--- src/rtl/sar_seq_pkg.sv ---
package sar_seq_pkg;

  typedef enum logic [2:0] {
    ST_WAIT   = 3'd0,
    ST_ADDR   = 3'd1,
    ST_SETTLE = 3'd2,
    ST_CONV   = 3'd3,
    ST_HOLD   = 3'd4,
    ST_REPLAY = 3'd5,
    ST_DONE   = 3'd6
  } seq_state_e;

endpackage

--- src/rtl/sar_addr_unit.sv ---
// Address shift register and channel/polarity decode.
module sar_addr_unit #(
  parameter int NUM_CH = 8,
  localparam int CH_W   = $clog2(NUM_CH),
  localparam int SEL_W  = CH_W - 1,
  localparam int ADDR_W = SEL_W + 2
) (
  input  logic            clk,
  input  logic            clr_n,
  input  logic            shift_en,
  input  logic            din,
  output logic [CH_W-1:0] pos_idx,
  output logic [CH_W-1:0] neg_idx,
  output logic            neg_com
);

  logic [ADDR_W-1:0] addr_q;
  logic [ADDR_W-1:0] addr_d;
  logic              mode_single;
  logic              odd_sign;
  logic [SEL_W-1:0]  sel;

  always_comb begin
    addr_d = addr_q;
    if (shift_en) begin
      addr_d = {addr_q[ADDR_W-2:0], din};
    end
  end

  always_ff @(posedge clk or negedge clr_n) begin
    if (!clr_n) begin
      addr_q <= '0;
    end else begin
      addr_q <= addr_d;
    end
  end

  // First bit captured ends up at the top of the register.
  assign mode_single = addr_q[ADDR_W-1];
  assign odd_sign    = addr_q[ADDR_W-2];
  assign sel         = addr_q[SEL_W-1:0];

  always_comb begin
    pos_idx = {sel, odd_sign};
    if (mode_single) begin
      neg_idx = '0;
      neg_com = 1'b1;
    end else begin
      neg_idx = {sel, ~odd_sign};
      neg_com = 1'b0;
    end
  end

endmodule

--- src/rtl/sar_search.sv ---
// Successive-approximation result register and trial code.
module sar_search #(
  parameter int DATA_W = 8,
  localparam int IDX_W = $clog2(DATA_W)
) (
  input  logic              clk,
  input  logic              clr_n,
  input  logic              clear,
  input  logic              resolve_en,
  input  logic [IDX_W-1:0]  bit_idx,
  input  logic              cmp_ge,
  output logic [DATA_W-1:0] result,
  output logic [DATA_W-1:0] trial
);

  logic [DATA_W-1:0] res_q;
  logic [DATA_W-1:0] res_d;
  logic [DATA_W-1:0] probe;

  assign probe = DATA_W'(1) << bit_idx;

  always_comb begin
    res_d = res_q;
    if (clear) begin
      res_d = '0;
    end else if (resolve_en) begin
      res_d = cmp_ge ? (res_q | probe) : (res_q & ~probe);
    end
  end

  always_ff @(posedge clk or negedge clr_n) begin
    if (!clr_n) begin
      res_q <= '0;
    end else begin
      res_q <= res_d;
    end
  end

  assign result = res_q;
  assign trial  = resolve_en ? (res_q | probe) : res_q;

endmodule

--- src/rtl/sar_out_stage.sv ---
// Falling-edge output registers: data, its enable and busy.
module sar_out_stage (
  input  logic clk,
  input  logic clr_n,
  input  logic drive_nxt,
  input  logic bit_nxt,
  input  logic busy_nxt,
  output logic dout,
  output logic dout_en,
  output logic busy
);

  logic dout_q;
  logic den_q;
  logic busy_q;

  always_ff @(negedge clk or negedge clr_n) begin
    if (!clr_n) begin
      dout_q <= 1'b0;
      den_q  <= 1'b0;
      busy_q <= 1'b0;
    end else begin
      dout_q <= drive_nxt & bit_nxt;
      den_q  <= drive_nxt;
      busy_q <= busy_nxt;
    end
  end

  assign dout    = dout_q;
  assign dout_en = den_q;
  assign busy    = busy_q;

endmodule

--- src/rtl/sar_serial_seq.sv ---
module sar_serial_seq
  import sar_seq_pkg::*;
#(
  parameter int NUM_CH = 8,
  parameter int DATA_W = 8,
  localparam int CH_W   = $clog2(NUM_CH),
  localparam int ADDR_W = CH_W + 1,
  localparam int CNT_W  = $clog2(DATA_W)
) (
  input  logic              rst_n,
  input  logic              clk,
  input  logic              cs_n,
  input  logic              din,
  input  logic              lsb_hold,
  input  logic              cmp_ge,
  output logic [DATA_W-1:0] trial_code,
  output logic              mux_en,
  output logic [CH_W-1:0]   mux_pos,
  output logic [CH_W-1:0]   mux_neg,
  output logic              mux_com,
  output logic              dout,
  output logic              dout_en,
  output logic              busy,
  output logic              busy_en
);

  localparam logic [CNT_W-1:0] ADDR_LAST = CNT_W'(ADDR_W - 1);
  localparam logic [CNT_W-1:0] BIT_TOP   = CNT_W'(DATA_W - 1);

  logic              clr_n;
  seq_state_e        st_q, st_d;
  logic [CNT_W-1:0]  cnt_q, cnt_d;
  logic              shift_en;
  logic              hold_req;
  logic [DATA_W-1:0] result;
  logic              drive_nxt;
  logic              bit_nxt;
  logic              busy_nxt;

  // Chip select high acts as a clear of the whole block.
  assign clr_n = rst_n & ~cs_n;

  generate
    if (NUM_CH > 4) begin : g_hold
      assign hold_req = lsb_hold;
    end else begin : g_nohold
      assign hold_req = 1'b0;
    end
  endgenerate

  always_comb begin
    st_d     = st_q;
    cnt_d    = cnt_q;
    shift_en = 1'b0;
    case (st_q)
      ST_WAIT: begin
        if (din) begin
          st_d  = ST_ADDR;
          cnt_d = '0;
        end
      end
      ST_ADDR: begin
        shift_en = 1'b1;
        if (cnt_q == ADDR_LAST) begin
          st_d = ST_SETTLE;
        end else begin
          cnt_d = cnt_q + 1'b1;
        end
      end
      ST_SETTLE: begin
        st_d  = ST_CONV;
        cnt_d = BIT_TOP;
      end
      ST_CONV: begin
        if (cnt_q == '0) begin
          st_d  = hold_req ? ST_HOLD : ST_REPLAY;
          cnt_d = CNT_W'(1);
        end else begin
          cnt_d = cnt_q - 1'b1;
        end
      end
      ST_HOLD: begin
        if (!hold_req) begin
          st_d = ST_REPLAY;
        end
      end
      ST_REPLAY: begin
        if (cnt_q == BIT_TOP) begin
          st_d = ST_DONE;
        end else begin
          cnt_d = cnt_q + 1'b1;
        end
      end
      default: begin
        st_d = st_q;
      end
    endcase
  end

  always_ff @(posedge clk or negedge clr_n) begin
    if (!clr_n) begin
      st_q  <= ST_WAIT;
      cnt_q <= '0;
    end else begin
      st_q  <= st_d;
      cnt_q <= cnt_d;
    end
  end

  sar_addr_unit #(.NUM_CH(NUM_CH)) i_addr (
    .clk      (clk),
    .clr_n    (clr_n),
    .shift_en (shift_en),
    .din      (din),
    .pos_idx  (mux_pos),
    .neg_idx  (mux_neg),
    .neg_com  (mux_com)
  );

  sar_search #(.DATA_W(DATA_W)) i_search (
    .clk        (clk),
    .clr_n      (clr_n),
    .clear      (st_q == ST_SETTLE),
    .resolve_en (st_q == ST_CONV),
    .bit_idx    (cnt_q),
    .cmp_ge     (cmp_ge),
    .result     (result),
    .trial      (trial_code)
  );

  // Values the falling edge loads into the output stage.
  always_comb begin
    drive_nxt = 1'b0;
    bit_nxt   = 1'b0;
    busy_nxt  = 1'b0;
    case (st_q)
      ST_SETTLE: begin
        drive_nxt = 1'b1;
        busy_nxt  = 1'b1;
      end
      ST_CONV: begin
        drive_nxt = 1'b1;
        bit_nxt   = cmp_ge;
        busy_nxt  = 1'b1;
      end
      ST_HOLD: begin
        drive_nxt = 1'b1;
        bit_nxt   = result[0];
      end
      ST_REPLAY: begin
        drive_nxt = 1'b1;
        bit_nxt   = result[cnt_q];
      end
      default: begin
        drive_nxt = 1'b0;
      end
    endcase
  end

  sar_out_stage i_out (
    .clk       (clk),
    .clr_n     (clr_n),
    .drive_nxt (drive_nxt),
    .bit_nxt   (bit_nxt),
    .busy_nxt  (busy_nxt),
    .dout      (dout),
    .dout_en   (dout_en),
    .busy      (busy)
  );

  assign mux_en  = (st_q != ST_WAIT) && (st_q != ST_ADDR);
  assign busy_en = ~cs_n;

endmodule

--- config.mk ---
export PLATFORM = sky130hd
export DESIGN_NAME = sar_serial_seq
export DESIGN_NICKNAME = d
export VERILOG_FILES = /design/src/rtl/sar_seq_pkg.sv /design/src/rtl/sar_addr_unit.sv /design/src/rtl/sar_search.sv /design/src/rtl/sar_out_stage.sv /design/src/rtl/sar_serial_seq.sv
export SDC_FILE = /design/constraint.sdc
export NUM_CORES = 1
export LEC_CHECK = 0
export BUFFER_PORTS_ARGS = -buffer_cell sky130_fd_sc_hd__buf_2
export CORE_UTILIZATION = 40
export CTS_CLUSTER_DIAMETER = 80
export DETAILED_ROUTE_END_ITERATION = 8
export PLACE_DENSITY_LB_ADDON = 0.1
export SYNTH_ARGS = -nofsm -noshare
export SYNTH_HDL_FRONTEND = slang
export SYNTH_SLANG_ARGS = --single-unit
--- constraint.sdc ---
create_clock -name clk -period 4.25 [get_ports clk]
set_clock_uncertainty 0.1 [all_clocks]
set_input_delay 0.85 -clock clk [delete_from_list [all_inputs] [get_ports clk]]
set_output_delay 0.85 -clock clk [all_outputs]
set_load 0.05 [all_outputs]
**Yosys cells after proc, flatten, opt, wreduce, memory -nomap -nowiden**

Index checks and enable logic that the tools add are counted.
W data, S select, Z words.

- Add/sub/neg operators: 2
- Order comparisons: 1
- Equality and inequality tests: 15
- Shift-type cells: 1
- Mux-type cells: 24
- Bitwise operators: 7
- Reduce and logical (&&, ||, !) cells: 11

Operators by type and width:

| cell | count |
|---|---|
| $mux W8 | 4 |
| $mux W3 | 10 |
| $pmux W3 S6 | 1 |
| $pmux W3 S5 | 1 |
| $ne A2 B2 Y1 const B | 7 |
| $eq A3 B2 Y1 const B | 3 |
| $eq A3 B3 Y1 const B | 3 |
| $and A8 B8 Y8 | 1 |
| $not A8 Y8 | 1 |
| $or A8 B8 Y8 | 1 |
| $shl A1 B3 Y8 const A | 1 |
| $logic_not A3 Y1 | 2 |
| $mux W1 | 6 |
| $reduce_and A6 Y1 | 1 |
| $reduce_bool A6 Y1 | 1 |
| $reduce_bool A5 Y1 | 1 |
| $lt A3 B4 Y1 const B | 1 |
| $reduce_and A4 Y1 | 1 |
| $reduce_or A4 Y1 | 1 |
| $add A3 B1 Y3 const B | 1 |
| $bmux W1 S3 | 1 |
| $eq A3 B1 Y1 const B | 1 |
| $ne A3 B1 Y1 const B | 1 |
| $pmux W1 S3 | 1 |
| other kinds (7) | 9 |

- Register bits: 21
- Output and inout port bits: 20

**Longest topological paths before layout**

- Depth after elaboration: 6
- Gate-level depth with buffers: 7
- Gate-level depth less buffers: 6

**Cells and area by module**

A second synthesis with hierarchy kept.

- Cell total of the unflattened synthesis: 137
- Area, all modules: 1,407.6 µm²

By module, submodules not included:

| module | instances | cells each | area an instance (µm²) |
|---|---|---|---|
| sar_serial_seq | 1 | 80 | 688.2 |
| sar_search | 1 | 42 | 476.7 |
| sar_addr_unit | 1 | 11 | 161.4 |
| sar_out_stage | 1 | 4 | 81.3 |

==> flow_summary.json <==
{
  "cp-start-kind": "register",
  "place_ws_ns": 0.530,
  "core_um2": 3420,
  "max-cap-violations": 0,
  "num_rows": 21,
  "multi_input_area_um2": 848,
  "vdd_drop_max_v": 0.000130,
  "crit_type": "register to primary output",
  "power.density_nw_per_um2": 207,
  "ys_warn_count": 0,
  "hold_end": "i_addr.addr_q[1]$_DFFE_PN0P_",
  "slew-limit-headroom_pct": 65.8,
  "synth_cell_types": 42,
  "yosys-top-cells-area": "dfrtp_1 31%, ha_1 9.5%, mux2i_1 8.9%",
  "min_from": "i_addr.addr_q[1]$_DFFE_PN0P_",
  "hold-path-cell-count": 1,
  "run_status": "complete, no violations",
  "cts.sink_count": 21,
  "r2r_cells": 4,
  "crit_path_start": "i_out.dout_en$_DFF_NN0_",
  "routed_via_density": 5.71,
  "worstMarginPinSlew_ns": 0.511,
  "fin_nets": 188,
  "setup_ws_ns": 0.209,
  "drc": 0,
  "clk_latency_ns": 0.31,
  "die-width_um": 62.3,
  "synthCells": 147,
  "hpwl_mm": 2.49,
  "synth_area_per_cell_um2": 9.90,
  "syn_area_um2": 1460,
  "setup_violations": 0,
  "clock_path_buffers": 2,
  "critPathBufInv": 1,
  "n_antenna_cell": 0,
  "critPathMaxFanout": 1,
  "worstPathCellList": "buf_2",
  "p_leak_nw": 0.877,
  "finalPower_uw": 339,
  "cts_hold_buf": 0,
  "synthArstFlopShare_pct": 100,
  "io_pins": 26,
  "die-area_um2": 3880,
  "worst-r2r-setup-slack_ns": 0.50,
  "critPathTopFamily": "flip-flops",
  "n_fill_cell": 337,
  "synth_top_cell_area_share_pct": 31.0,
  "numPortBuffers": 25,
  "antenna_found_initial": 0,
  "cp-end-kind": "primary output",
  "synth_nets": 164,
  "synth_edf_count": 0,
  "grt_max_degree": 18,
  "slew_viol_final": 0,
  "arrival_ns": 3.09,
  "grt_first_pass_wirelength_mm": 5.80,
  "seqCellArea_um2": 526,
  "r2r-start": "st_q[1]$_DFFE_PN0P_",
  "start_util_pct": 42.6,
  "ys_seq_area_share_pct": 36.1,
  "postCtsResizedCells": 0,
  "ys_ff_latch": 21,
  "die_h_um": 62.3,
  "gp_congestion": 0.863,
  "grt_pass1_vias": 1148,
  "rr_endpoint": "i_out.dout$_DFF_NN0_",
  "cp_slowest_stage_delay_ns": 0.40,
  "post_drt_wl_per_cell_um": 15.7,
  "required_ns": 3.30,
  "rsz0062_at_grt": "false",
  "slowest_stage": "dfrtn_1",
  "area_growth_pct": 12.5,
  "cts_tree": "built",
  "drtAntennaViolNets": 0,
  "cts_made_buffers": 3,
  "dr.pass1.iters": 4,
  "totalWireLength_mm": 3.40,
  "via_count": 1234,
  "grtUsageTotal_pct": 18.7,
  "cts_max_level": 1,
  "ys.flop_type": "dfrtp_1",
  "drive_above_1_share_pct": 28.2,
  "fin_setup_tns_ns": 0,
  "timing.hold.ws_ns": 0.471,
  "synth_top_area_cell": "dfrtp_1",
  "grt-ovfl-total": 0,
  "cts_setup_buffers": 0,
  "hold_class": "register to register",
  "hold_viol": 0,
  "cts-root-buf": "clkbuf_4",
  "dr.first_iter.drc_count": 52,
  "clk_pin_slew_ns": 0.13
}
==> stage by stage <==
step                cells  instance area, um2  util [%]
floorplan             147                1460         -
global placement      212                1610      47.1
detailed placement    212                1610      47.1
CTS                   216                1640      47.9
global route          216                1640      47.9
finish                216                1640      47.9
==> placed cells by master (no fill, tap or decap), types with 3 or more instances in the layout <==
cell type	instances
mux2_2	5
a31o_2	5
a21o_1	4
nor2b_1	3
and3_1	3
ha_1	11
a21oi_1	5
nor2_1	13
mux2i_1	13
nand2b_1	3
o21ai_0	4
nand2_1	5
buf_4	3
a32oi_1	3
buf_2	25
clkbuf_4	3
o2bb2ai_1	3
nand3_1	6
inv_1	6
dfrtn_1	3
o211ai_1	3
dfrtp_1	18
==> sequential cells by signal, summed over array words and instances (netlist names) <==
signal,count
i_out.dout_en,1
i_out.dout,1
i_out.busy,1
i_search.result,8
cnt_q,3
i_addr.addr_q,4
st_q,3
==> worst reg2reg max path, stage by stage, from the launching register on <==
cell and delay, ns:
dfrtp_1 0.63, inv_2 0.15, ha_1 0.43, o21ai_0 0.11, a21oi_1 0.06
==> synth_stat cells (all sizes together) (4+ instances only) <==
library cell and count:
a21o 4, a21oi 5, a31o 5, buf 6, dfrtp 18, ha 11, inv 8, mux2 5
mux2i 13, nand2 5, nand3 6, nor2 15, nor2b 4, o21ai 4
==> report_power, final <==
part | switching (mW) | internal, mW
Sequential | 0.00246 | 0.203
Combinational | 0.0231 | 0.0105
Clock | 0.0648 | 0.0352
==> final cells by class <==
| type | count | share of cell area, % |
|---|---|---|
| clock buffer | 3 | 1.38 |
| clock inverter | 1 | 0.306 |
| inverter | 8 | 1.83 |
| multi-input combinational | 109 | 51.8 |
| sequential | 21 | 32.1 |
| tap | 46 | 3.52 |
| timing repair buffer | 28 | 9.02 |
==> routing by layer <==
metal / GRT usage (%) / vias up / wire (um) / part of all wire, %
met4: 6.10 / 0 / 53 / 1.6
met3: 1.84 / 6 / 122 / 3.6
li1: - / 582 / - / -
met5: 0 / - / 0 / 0
met2: 29.4 / 44 / 1570 / 46
met1: 27.0 / 602 / 1650 / 49
==> logic make-up after synthesis <==
family | Yosys count | share of synthesized area, %
and+or+nand+nor | 44 | 16.3
AOI/OAI and AO/OA | 35 | 18.0
DFF | 21 | 36.1
muxes | 19 | 14.4
buffers and inverters | 17 | 5.76
adders and majority gates | 11 | 9.46
==> worst max-delay path by stage <==
stage / slack (ns) / cells after the start / end
floorplan: 0.09 / 1 / i_out.busy$_DFF_NN0_
global placement: 0.53 / 4 / i_out.dout$_DFF_NN0_
detailed placement: 0.53 / 4 / i_out.dout$_DFF_NN0_
CTS: 0.21 / 1 / dout_en
global route: 0.17 / 1 / dout_en
finish: 0.21 / 1 / dout_en
Note: power is estimated with default switching activity, not from simulation.
